<file path="config.mk">
export PLATFORM = sky130hd
export DESIGN_NAME = atm_rx_cell_packer
export DESIGN_NICKNAME = d
export VERILOG_FILES = /design/src/rtl/atm_rx_pkg.sv /design/src/rtl/cell_octet_seq.sv /design/src/rtl/cell_stage_buf.sv /design/src/rtl/atm_rx_cell_packer.sv
export SDC_FILE = /design/constraint.sdc
export NUM_CORES = 1
export LEC_CHECK = 0
export ABC_AREA = 1
export BUFFER_PORTS_ARGS = -buffer_cell sky130_fd_sc_hd__buf_2
export CORE_MARGIN = 5
export CORE_UTILIZATION = 36
export CTS_CLUSTER_DIAMETER = 60
export DETAILED_ROUTE_END_ITERATION = 10
export GPL_TIMING_DRIVEN = 0
export HOLD_SLACK_MARGIN = 0.02
export SLEW_MARGIN = 10
export SYNTH_ARGS = -nofsm -noshare
export SYNTH_HDL_FRONTEND = slang
export SYNTH_SLANG_ARGS = --single-unit
</file>
<file path="constraint.sdc">
create_clock -name clk -period 6.1 [get_ports clk]
set_input_delay 0.305 -clock clk [delete_from_list [all_inputs] [get_ports clk]]
set_output_delay 0.305 -clock clk [all_outputs]
set_load 0.01 [all_outputs]
</file>
<file path="src/rtl/atm_rx_pkg.sv">
package atm_rx_pkg;
  localparam int unsigned CELL_OCTETS_DEF = 53;
  localparam int unsigned HEC_POS_DEF     = 4;
  localparam int unsigned LANES_DEF       = 4;

  typedef logic [7:0] octet_t;

  // Odd parity: data plus parity bit must carry an odd number of ones.
  function automatic logic odd_par_ok(octet_t d, logic p);
    return ^{p, d};
  endfunction
endpackage

</file>
<file path="src/rtl/cell_octet_seq.sv">
module cell_octet_seq
  import atm_rx_pkg::*;
#(
  parameter int unsigned CELL_OCTETS = CELL_OCTETS_DEF,
  parameter int unsigned HEC_POS     = HEC_POS_DEF,
  parameter int unsigned LANES       = LANES_DEF,
  parameter int unsigned IDX_W       = $clog2(CELL_OCTETS),
  parameter int unsigned WIDX_W      = 4,
  parameter int unsigned LANE_W      = $clog2(LANES)
) (
  input  logic              clk,
  input  logic              rst_n,
  input  logic              take,
  input  logic              sop,
  input  octet_t            data,
  input  logic              par,
  output logic              wr_en,
  output logic [WIDX_W-1:0] wr_word,
  output logic [LANE_W-1:0] wr_lane,
  output octet_t            wr_byte,
  output logic              commit,
  output logic              par_err
);
  logic [IDX_W-1:0] idx_q;
  logic             open_q;
  logic             bad_q;
  logic             start, cont, last, ok, is_hec;
  logic [IDX_W-1:0] pos, pidx;

  always_comb begin
    start   = take && sop;
    cont    = take && !sop && open_q;
    ok      = odd_par_ok(data, par);
    pos     = start ? '0 : idx_q;
    is_hec  = (pos == IDX_W'(HEC_POS));
    pidx    = (pos > IDX_W'(HEC_POS)) ? pos - 1'b1 : pos;
    wr_en   = (start || cont) && !is_hec;
    wr_word = WIDX_W'(pidx / LANES);
    wr_lane = LANE_W'(LANES - 1) - LANE_W'(pidx % LANES);
    wr_byte = data;
    last    = cont && (idx_q == IDX_W'(CELL_OCTETS - 1));
    commit  = last && !bad_q && ok;
  end

  always_ff @(posedge clk or negedge rst_n) begin
    if (!rst_n) begin
      idx_q   <= '0;
      open_q  <= 1'b0;
      bad_q   <= 1'b0;
      par_err <= 1'b0;
    end else begin
      if (start) begin
        open_q <= 1'b1;
        idx_q  <= IDX_W'(1);
        bad_q  <= !ok;
      end else if (cont) begin
        bad_q <= bad_q || !ok;
        if (last) begin
          open_q <= 1'b0;
          idx_q  <= '0;
        end else begin
          idx_q <= idx_q + 1'b1;
        end
      end
      if ((start || cont) && !ok) par_err <= 1'b1;
    end
  end
endmodule

</file>
<file path="src/rtl/cell_stage_buf.sv">
module cell_stage_buf #(
  parameter int unsigned WORDS  = 13,
  parameter int unsigned LANES  = 4,
  parameter int unsigned WIDX_W = $clog2(WORDS),
  parameter int unsigned LANE_W = $clog2(LANES),
  parameter int unsigned DW     = LANES * 8
) (
  input  logic              clk,
  input  logic              rst_n,
  input  logic              wr_en,
  input  logic [WIDX_W-1:0] wr_word,
  input  logic [LANE_W-1:0] wr_lane,
  input  logic [7:0]        wr_byte,
  input  logic              commit,
  output logic              full,
  output logic              out_valid,
  output logic [DW-1:0]     out_data,
  output logic              out_last,
  input  logic              out_ready
);
  logic [DW-1:0]     words [WORDS];
  logic [WIDX_W-1:0] rd_q;

  for (genvar w = 0; w < WORDS; w++) begin : g_word
    logic [DW-1:0] word_q;
    always_ff @(posedge clk) begin
      if (wr_en && wr_word == WIDX_W'(w)) word_q[wr_lane*8 +: 8] <= wr_byte;
    end
    assign words[w] = word_q;
  end

  always_ff @(posedge clk or negedge rst_n) begin
    if (!rst_n) begin
      full <= 1'b0;
      rd_q <= '0;
    end else if (commit) begin
      full <= 1'b1;
      rd_q <= '0;
    end else if (full && out_ready) begin
      if (rd_q == WIDX_W'(WORDS - 1)) begin
        full <= 1'b0;
        rd_q <= '0;
      end else begin
        rd_q <= rd_q + 1'b1;
      end
    end
  end

  assign out_valid = full;
  assign out_data  = words[rd_q];
  assign out_last  = full && (rd_q == WIDX_W'(WORDS - 1));
endmodule

</file>
<file path="src/rtl/atm_rx_cell_packer.sv">
module atm_rx_cell_packer
  import atm_rx_pkg::*;
#(
  parameter int unsigned CELL_OCTETS = CELL_OCTETS_DEF,
  parameter int unsigned HEC_POS     = HEC_POS_DEF,
  parameter int unsigned LANES       = LANES_DEF,
  localparam int unsigned WORDS      = (CELL_OCTETS - 1) / LANES,
  localparam int unsigned WIDX_W     = $clog2(WORDS),
  localparam int unsigned LANE_W     = $clog2(LANES),
  localparam int unsigned IDX_W      = $clog2(CELL_OCTETS),
  localparam int unsigned DW         = LANES * 8
) (
  input  logic          clk,
  input  logic          rst_n,
  input  logic          rx_valid,
  input  logic [7:0]    rx_data,
  input  logic          rx_par,
  input  logic          rx_sop,
  output logic          rx_ready,
  output logic          cw_valid,
  output logic [DW-1:0] cw_data,
  output logic          cw_last,
  input  logic          cw_ready,
  output logic          rx_par_err
);
  logic              take, full, wr_en, commit;
  logic [WIDX_W-1:0] wr_word;
  logic [LANE_W-1:0] wr_lane;
  octet_t            wr_byte;

  assign rx_ready = !full;
  assign take     = rx_valid && rx_ready;

  cell_octet_seq #(
    .CELL_OCTETS(CELL_OCTETS), .HEC_POS(HEC_POS), .LANES(LANES),
    .IDX_W(IDX_W), .WIDX_W(WIDX_W), .LANE_W(LANE_W)
  ) u_seq (
    .clk(clk), .rst_n(rst_n), .take(take), .sop(rx_sop), .data(rx_data),
    .par(rx_par), .wr_en(wr_en), .wr_word(wr_word), .wr_lane(wr_lane),
    .wr_byte(wr_byte), .commit(commit), .par_err(rx_par_err)
  );

  cell_stage_buf #(
    .WORDS(WORDS), .LANES(LANES), .WIDX_W(WIDX_W), .LANE_W(LANE_W), .DW(DW)
  ) u_buf (
    .clk(clk), .rst_n(rst_n), .wr_en(wr_en), .wr_word(wr_word),
    .wr_lane(wr_lane), .wr_byte(wr_byte), .commit(commit), .full(full),
    .out_valid(cw_valid), .out_data(cw_data), .out_last(cw_last),
    .out_ready(cw_ready)
  );
endmodule

</file>
# [Yosys cells after proc, flatten, opt, wreduce, memory -nomap -nowiden]
# Index checks and enable logic that the tools add are counted.
[word_totals] ff_bits=430 latch_bits=0 ram_bits=0 mem_bits_ro=0 memories=0
[op_classes] addsub=5 mul=0 n_div=0 order_cmp=2 n_eq_ne=15 n_shift=2 n_mux=32 bitwise=1 n_reduce_logical=39
[op_table] operator="$bwmux 32" n=13
[op_table] operator="$bmux 32 s4" n=1
[op_table] operator="$mux 32" n=2
[op_table] operator="$neg 5->34" n=1
[op_table] operator="$shift 8x34->32 const A" n=1
[op_table] operator="$shiftx 8x34->32" n=1
[op_table] operator="$mux 6" n=5
[op_table] operator="$eq 4x4->1 const B" n=6
[op_table] operator="$logic_and 1x1->1" n=24
[op_table] operator="$eq 4x3->1 const B" n=4
[op_table] operator="$mux 4" n=3
[op_table] operator="$reduce_xor 9->1" n=1
[op_table] operator="$eq 4x2->1 const B" n=2
[op_table] operator="$mux 1" n=8
[op_table] operator="$reduce_bool 2->1" n=4
[op_table] operator="$add 6x1->6 const B" n=1
[op_table] operator="$eq 6x3->1 const B" n=1
[op_table] operator="$eq 6x6->1 const B" n=1
[op_table] operator="$gt 6x3->1 const B" n=1
[op_table] operator="$sub 6x1->6 const B" n=1
[op_table] operator="$ge 5x5->1 const B" n=1
[op_table] operator="$logic_not 1->1" n=5
[op_table] operator="$not 4->5" n=1
[op_table] operator="$add 4x1->4 const B" n=1
[op_table] operator="5 further kinds" n=7

# [Logic depth before layout (Yosys ltp)]
[logic_depth] depth_word=10 ltp_mapped=15 mapped_depth_nobuf=14

# [By module]
# Synthesis repeated with hierarchy kept, for this count alone.
[unflattened] cells_unflattened=2072 hier_area_um2=19766.5
[by_module_without_submodules] module="cell_stage_buf" instances=1 cells_each=1951 area_each_um2=18926.9 seq_area_each_um2=12617.1
[by_module_without_submodules] module="cell_octet_seq" instances=1 cells_each=118 area_each_um2=825.8 seq_area_each_um2=225.2
[by_module_without_submodules] module="atm_rx_cell_packer" instances=1 cells_each=3 area_each_um2=13.8 seq_area_each_um2=0.0

# [Least setup slack after synthesis]
# No wires, ideal clock.
[synth_timing] path_kind="reg2reg" from="reg u_buf.full" to="reg u_buf.g_word[6].word_q[0], enable pin" setup_time_ps=383 arrival_ps=2793 slack_ps=2923 path_stages_with_launch=14 path_buffers=3 cell_sequence="dfrtp_1 -> inv_2 -> nand3_4 -> buf_6 -> nand2_1 -> ha_1 -> inv_1 -> o21ai_0 -> inv_1 -> ha_1 -> clkbuf_1 -> inv_1 -> clkbuf_1 -> nor3_1"
[synth_via] elab_chain_len=8 elab_cells_between_ends=15 classes_between="add/sub: 1; order compare: 1; eq/ne: 2; mux: 2; reduce/logical: 9"
[synth_lines] item="start, declared" line="cell_stage_buf.sv:15" rtl="output logic full,"
[synth_lines] item="start signal, assigned" line="cell_stage_buf.sv:34" rtl="full <= 1'b0;"
[synth_lines] item="start signal, assigned" line="cell_stage_buf.sv:37" rtl="full <= 1'b1;"
[synth_lines] item="start signal, assigned" line="cell_stage_buf.sv:41" rtl="full <= 1'b0;"
[synth_lines] item="$logic_not 1->1 *" line="atm_rx_cell_packer.sv:31" rtl="assign rx_ready = !full;"
[synth_lines] item="net rx_ready" line="atm_rx_cell_packer.sv:19" rtl="output logic rx_ready,"
[synth_lines] item="$logic_and 1x1->1 *" line="atm_rx_cell_packer.sv:32" rtl="assign take = rx_valid && rx_ready;"
[synth_lines] item="$logic_and 1x1->1" line="cell_octet_seq.sv:31" rtl="start = take && sop;"
[synth_lines] item="$mux 6" line="cell_octet_seq.sv:34" rtl="pos = start ? '0 : idx_q;"
[synth_lines] item="$sub 6x1->6 (tied with other cells)" line="cell_octet_seq.sv:36" rtl="pidx = (pos > IDX_W'(HEC_POS)) ? pos - 1'b1 : pos;"
[synth_lines] item="$mux 6 or $logic_not 1->1 (tied branches)" line="cell_octet_seq.sv:36, cell_octet_seq.sv:37"
[synth_lines] item="$eq 4x3->1 or $logic_and 1x1->1 (tied branches)" line="cell_stage_buf.sv:27, cell_octet_seq.sv:37"
[synth_lines] item="$logic_and 1x1->1 *" line="cell_stage_buf.sv:27" rtl="if (wr_en && wr_word == WIDX_W'(w)) word_q[wr_lane*8 +: 8] <= wr_byte;"
[synth_lines] item="end signal, assigned by index" line="cell_stage_buf.sv:27"
[synth_lines] item="end, declared" line="cell_stage_buf.sv:25" rtl="logic [DW-1:0] word_q;"
# Mark *: on every way through the listed nets, which the timed path passes. The rest lies on a longest branch.
# A chain may end at the register's enable or synchronous reset.

# [Worst setup path after layout]
[layout_timing] from="reg u_buf.rd_q[1]" to="out cw_data[14]"
[layout_via] elab_chain_len=4
[layout_lines] item="start, declared" line="cell_stage_buf.sv:22" rtl="logic [WIDX_W-1:0] rd_q;"
[layout_lines] item="start signal, assigned" line="cell_stage_buf.sv:44" rtl="rd_q <= rd_q + 1'b1;"
[layout_lines] item="$not 4->5 (not written as such)" line="cell_stage_buf.sv:50" rtl="assign out_data = words[rd_q];"
[layout_lines] item="$bmux 32 s4" line="cell_stage_buf.sv:50"
[layout_lines] item="$mux 32 (not written as such) (2 in a row)" line="cell_stage_buf.sv:50"
[layout_lines] item="end, declared" line="atm_rx_cell_packer.sv:21" rtl="output logic [DW-1:0] cw_data,"
# Every way passes these cells. The select of a mux whose other input is x is not followed.

==> results.sh <==
export IMPL_power_frac_comb_pct=12.2
export IMPL_synth_edf_count=416
export IMPL_grt_pass1_vias=12100
export IMPL_path_class="register to output port"
export IMPL_syn_to_final_growth_pct=15.1
export IMPL_syn_num_nets=1518
export IMPL_clock_fmax_ghz=0.239
export IMPL_crit_required_ns=5.79
export IMPL_dp_slack_ns=1.96
export IMPL_stdcell_count=2296
export IMPL_grt_usage_pct=19.0
export IMPL_synth_compound_area_share_pct=11.3
export IMPL_clockPowerShare_pct=35.8
export IMPL_drive_above_1_share_pct=11.9
export IMPL_yosysTopAreaCell="edfxtp_1"
export IMPL_drc=0
export IMPL_cp_max_fo=10
export IMPL_worstPathArrival_ns=3.88
export IMPL_drt_initial_drc_count=1375
export IMPL_path_clk_slew_ns=0.06
export IMPL_synth_area_um2=17900
export IMPL_antenna_found_initial=0
export IMPL_fp_dieW_um=233
export IMPL_final_util_pct=42.0
export IMPL_fp_dieArea_um2=54300
export IMPL_numPortBuffers=49
export IMPL_switching_power_mw=1.80
export IMPL_synth_simple_area_share_pct=11.9
export IMPL_skew_ns=0.0164
export IMPL_slew_headroom_pct=18.0
export IMPL_synth_area_mux_share_pct=0
export IMPL_ys_seq_area_share_pct=71.7
export IMPL_insertedDiodeCount=0
export IMPL_synth_avg_cell_area_um2=12.0
export IMPL_multi_input_area_um2=4610
export IMPL_synth_seq_cells=430
export IMPL_synth_area_leaders="edfxtp_1 (70%), o21ai_0 (6.4%), nor2_1 (5.2%), nand2_1 (3.4%), o221ai_1 (2.6%)"
export IMPL_fin_setup_tns_ns=0
export IMPL_cap_violations=0
export IMPL_wire_per_inst_um=23.1
export IMPL_hold_worst_slack_ns=0.165
export IMPL_numCtsBuffers=43
export IMPL_die_h_um=233
export IMPL_cts_tree="done"
export IMPL_end_kind="output port"
export IMPL_rsz0062_at_grt="false"
export IMPL_synth_xor_area_share_pct=0.489
export IMPL_crit_path_start_kind="register"
export IMPL_drt_pre_antenna_iters=6
export IMPL_worst_ir_drop_vdd_uv=205
export IMPL_nets=1627
export IMPL_ctsLongestPathBuffers=3
export IMPL_nFillCells=4635
export IMPL_clockRootBuffer="clkbuf_16"
export IMPL_hpwl_um=36000
export IMPL_core_region_area_um2=49100
export IMPL_yosysTopAreaCellShare_pct=69.8
export IMPL_cts_sinks=430
export IMPL_ys_async_sr_fraction_pct=3.26
export IMPL_internal_power_mw=5.05
export IMPL_htreeDepth=2
export IMPL_synth_cell_types=32
export IMPL_period_needed_ns=4.18
export IMPL_syn_inst=1494
export IMPL_grt_max_degree=15
export IMPL_synth_top_family_by_area="simple AND/OR/NAND/NOR gates"
export IMPL_drt_wl_total_um=52900
export IMPL_gp_congestion=0.975
export IMPL_tightest_slew_ns=1.22
export IMPL_hold_path_class="input pin to register"
export IMPL_clk_latency_ns=0.56
export IMPL_ys_flop_type="edfxtp_1"
export IMPL_period_share_pct=68.5
export IMPL_hold_violations=0
export IMPL_setup_violations=0
export IMPL_status="completed"
export IMPL_finalMaxSlewViolations=0
export IMPL_synthAdderAreaFrac_pct=0.699
export IMPL_vias_per_cell=5.44
export IMPL_seqPwrFrac_pct=52.0
export IMPL_fin_ws_ns=1.92
export IMPL_ant_nets=0
export IMPL_power_density_nw_per_um2=333
export IMPL_overflow=0
export IMPL_p_leak_nw=6.95
export IMPL_switching_share_pct=26.3
export IMPL_io_pins=50
export IMPL_ff_latch_area_um2=12800
export IMPL_initial_utilization_pct=36.5
export IMPL_rows=81
export IMPL_vias=12500
export IMPL_yosys_warnings=0
export IMPL_place_inst=2221
export IMPL_grt_pass1_wl_um=77100
-- power groups by stage --
stage | sequential, mW | combinational (mW) | clock (mW)
floorplan | 3.61 | 0.473 | 0
CTS | 3.56 | 0.808 | 2.48
detailed placement | 3.62 | 0.805 | 0
global route | 3.57 | 0.910 | 2.60
finish | 3.56 | 0.839 | 2.45
global placement | 3.62 | 0.750 | 0
-- worst max-delay path, cell delays in order, from the launching register on --
cell	delay, ns
dfrtp_1	0.34
clkbuf_1	0.72
inv_1	0.51
nand3_1	0.55
clkbuf_1	0.65
o21ai_0	0.15
nand2_1	0.09
nand2_1	0.11
buf_2	0.17
-- per-layer routing --
| metal | vias to the layer above | GRT usage, % | wire [µm] |
|---|---|---|---|
| met2 | 602 | 30.3 | 24400 |
| met1 | 6139 | 26.6 | 21900 |
| met3 | 119 | 2.42 | 4500 |
| met4 | 0 | 7.81 | 2190 |
| li1 | 5624 | - | - |
| met5 | - | 0 | 0 |
-- area by class of cell --
| cell class | instances | area share, % |
|---|---|---|
| clock inverter | 21 | 0.741 |
| inverter | 82 | 1.49 |
| multi-input combinational | 885 | 22.4 |
| clock buffer | 53 | 5.40 |
| buffer | 97 | 1.90 |
| tap | 664 | 4.03 |
| timing repair buffer | 64 | 1.75 |
| sequential | 430 | 62.3 |
-- registers in the layout (all words and copies together), names as in the netlist --
register and flops:
u_seq.idx_q 6, u_seq.par_err 1, u_seq.bad_q 1, u_seq.open_q 1, u_buf.rd_q 4, u_buf.full 1
u_buf.g_word.word_q 416
-- cell usage after synthesis, types with 4 or more instances --
library cell  number
a21oi_1            4
buf_2             16
clkbuf_1          79
dfrtp_1           14
edfxtp_1         416
ha_1              10
inv_1             79
nand2_1          160
nand3_1           50
nor2_1           246
nor3_1            52
o211ai_1          11
o21ai_0          228
o221ai_1          53
o22ai_1           45
xnor2_1            4
xor2_1             6
-- path summary, 6_finish.rpt --
| kind | start | end | slack [ns] | depth (start not counted) |
|---|---|---|---|---|
| max | u_buf.rd_q[1]$_DFFE_PN0P_ | cw_data[14] | 1.92 | 8 |
| min | cw_ready | u_buf.rd_q[1]$_DFFE_PN0P_ | 0.16 | 4 |
| max reg2reg | u_buf.full$_DFFE_PN0P_ | u_buf.g_word[1].word_q[3]$_DFFE_PP_ | 1.94 | 13 |
| min reg2reg | u_seq.par_err$_DFFE_PN0P_ | u_seq.par_err$_DFFE_PN0P_ | 0.46 | 2 |
| max in group asynchronous | rst_n | u_buf.rd_q[0]$_DFFE_PN0P_ | 5.66 | 2 |
| min in group asynchronous | rst_n | u_seq.idx_q[0]$_DFFE_PN0P_ | 0.18 | 2 |
-- repair_timing --
item                                   in CTS  in global routing
resized for setup                           0                  0
hold buffers                                1                  0
buffers inserted                            0                  0
endpoints found under the hold margin      14                  0
-- cells in the final DEF (no fill, tap or decap), drive strengths merged --
| cell type | synthesis | final |
|---|---|---|
| xor2 | 6 | 6 |
| nand3 | 53 | 53 |
| nand2 | 163 | 163 |
| and3 | 1 | 1 |
| xnor2 | 4 | 4 |
| dfrtp | 14 | 14 |
| o22ai | 45 | 45 |
| o221ai | 53 | 53 |
| a31oi | 1 | 1 |
| o21ai | 231 | 231 |
| a21oi | 4 | 4 |
| bufinv | 0 | 2 |
| a22o | 1 | 1 |
| o211ai | 11 | 11 |
| dlygate4sd3 | 0 | 1 |
| clkinv | 0 | 16 |
| ha | 10 | 10 |
| clkbuf | 79 | 132 |
| nand2b | 1 | 1 |
| nor3 | 52 | 52 |
| inv | 82 | 85 |
| buf | 18 | 81 |
| nand4 | 1 | 1 |
| edfxtp | 416 | 416 |
| nor2 | 248 | 248 |
-- stage by stage --
stage | cell area (µm²) | total power [mW]
after floorplan | 17900 | 4.09
after global placement | 19000 | 4.37
after detailed placement | 19300 | 4.43
after CTS | 20500 | 6.85
after global routing | 20600 | 7.07
final | 20600 | 6.85
-- kinds of logic (layout without fill, tap and decap cells) --
group,count (synthesis),after routing
adders and majority gates,10,10
xor gates and xnor gates,10,10
DFF,430,430
and+or+nand+nor,519,519
buffers and inverters,179,317
AOI/OAI and AO/OA,346,346
No activity file was read; power rests on OpenSTA's default activity.
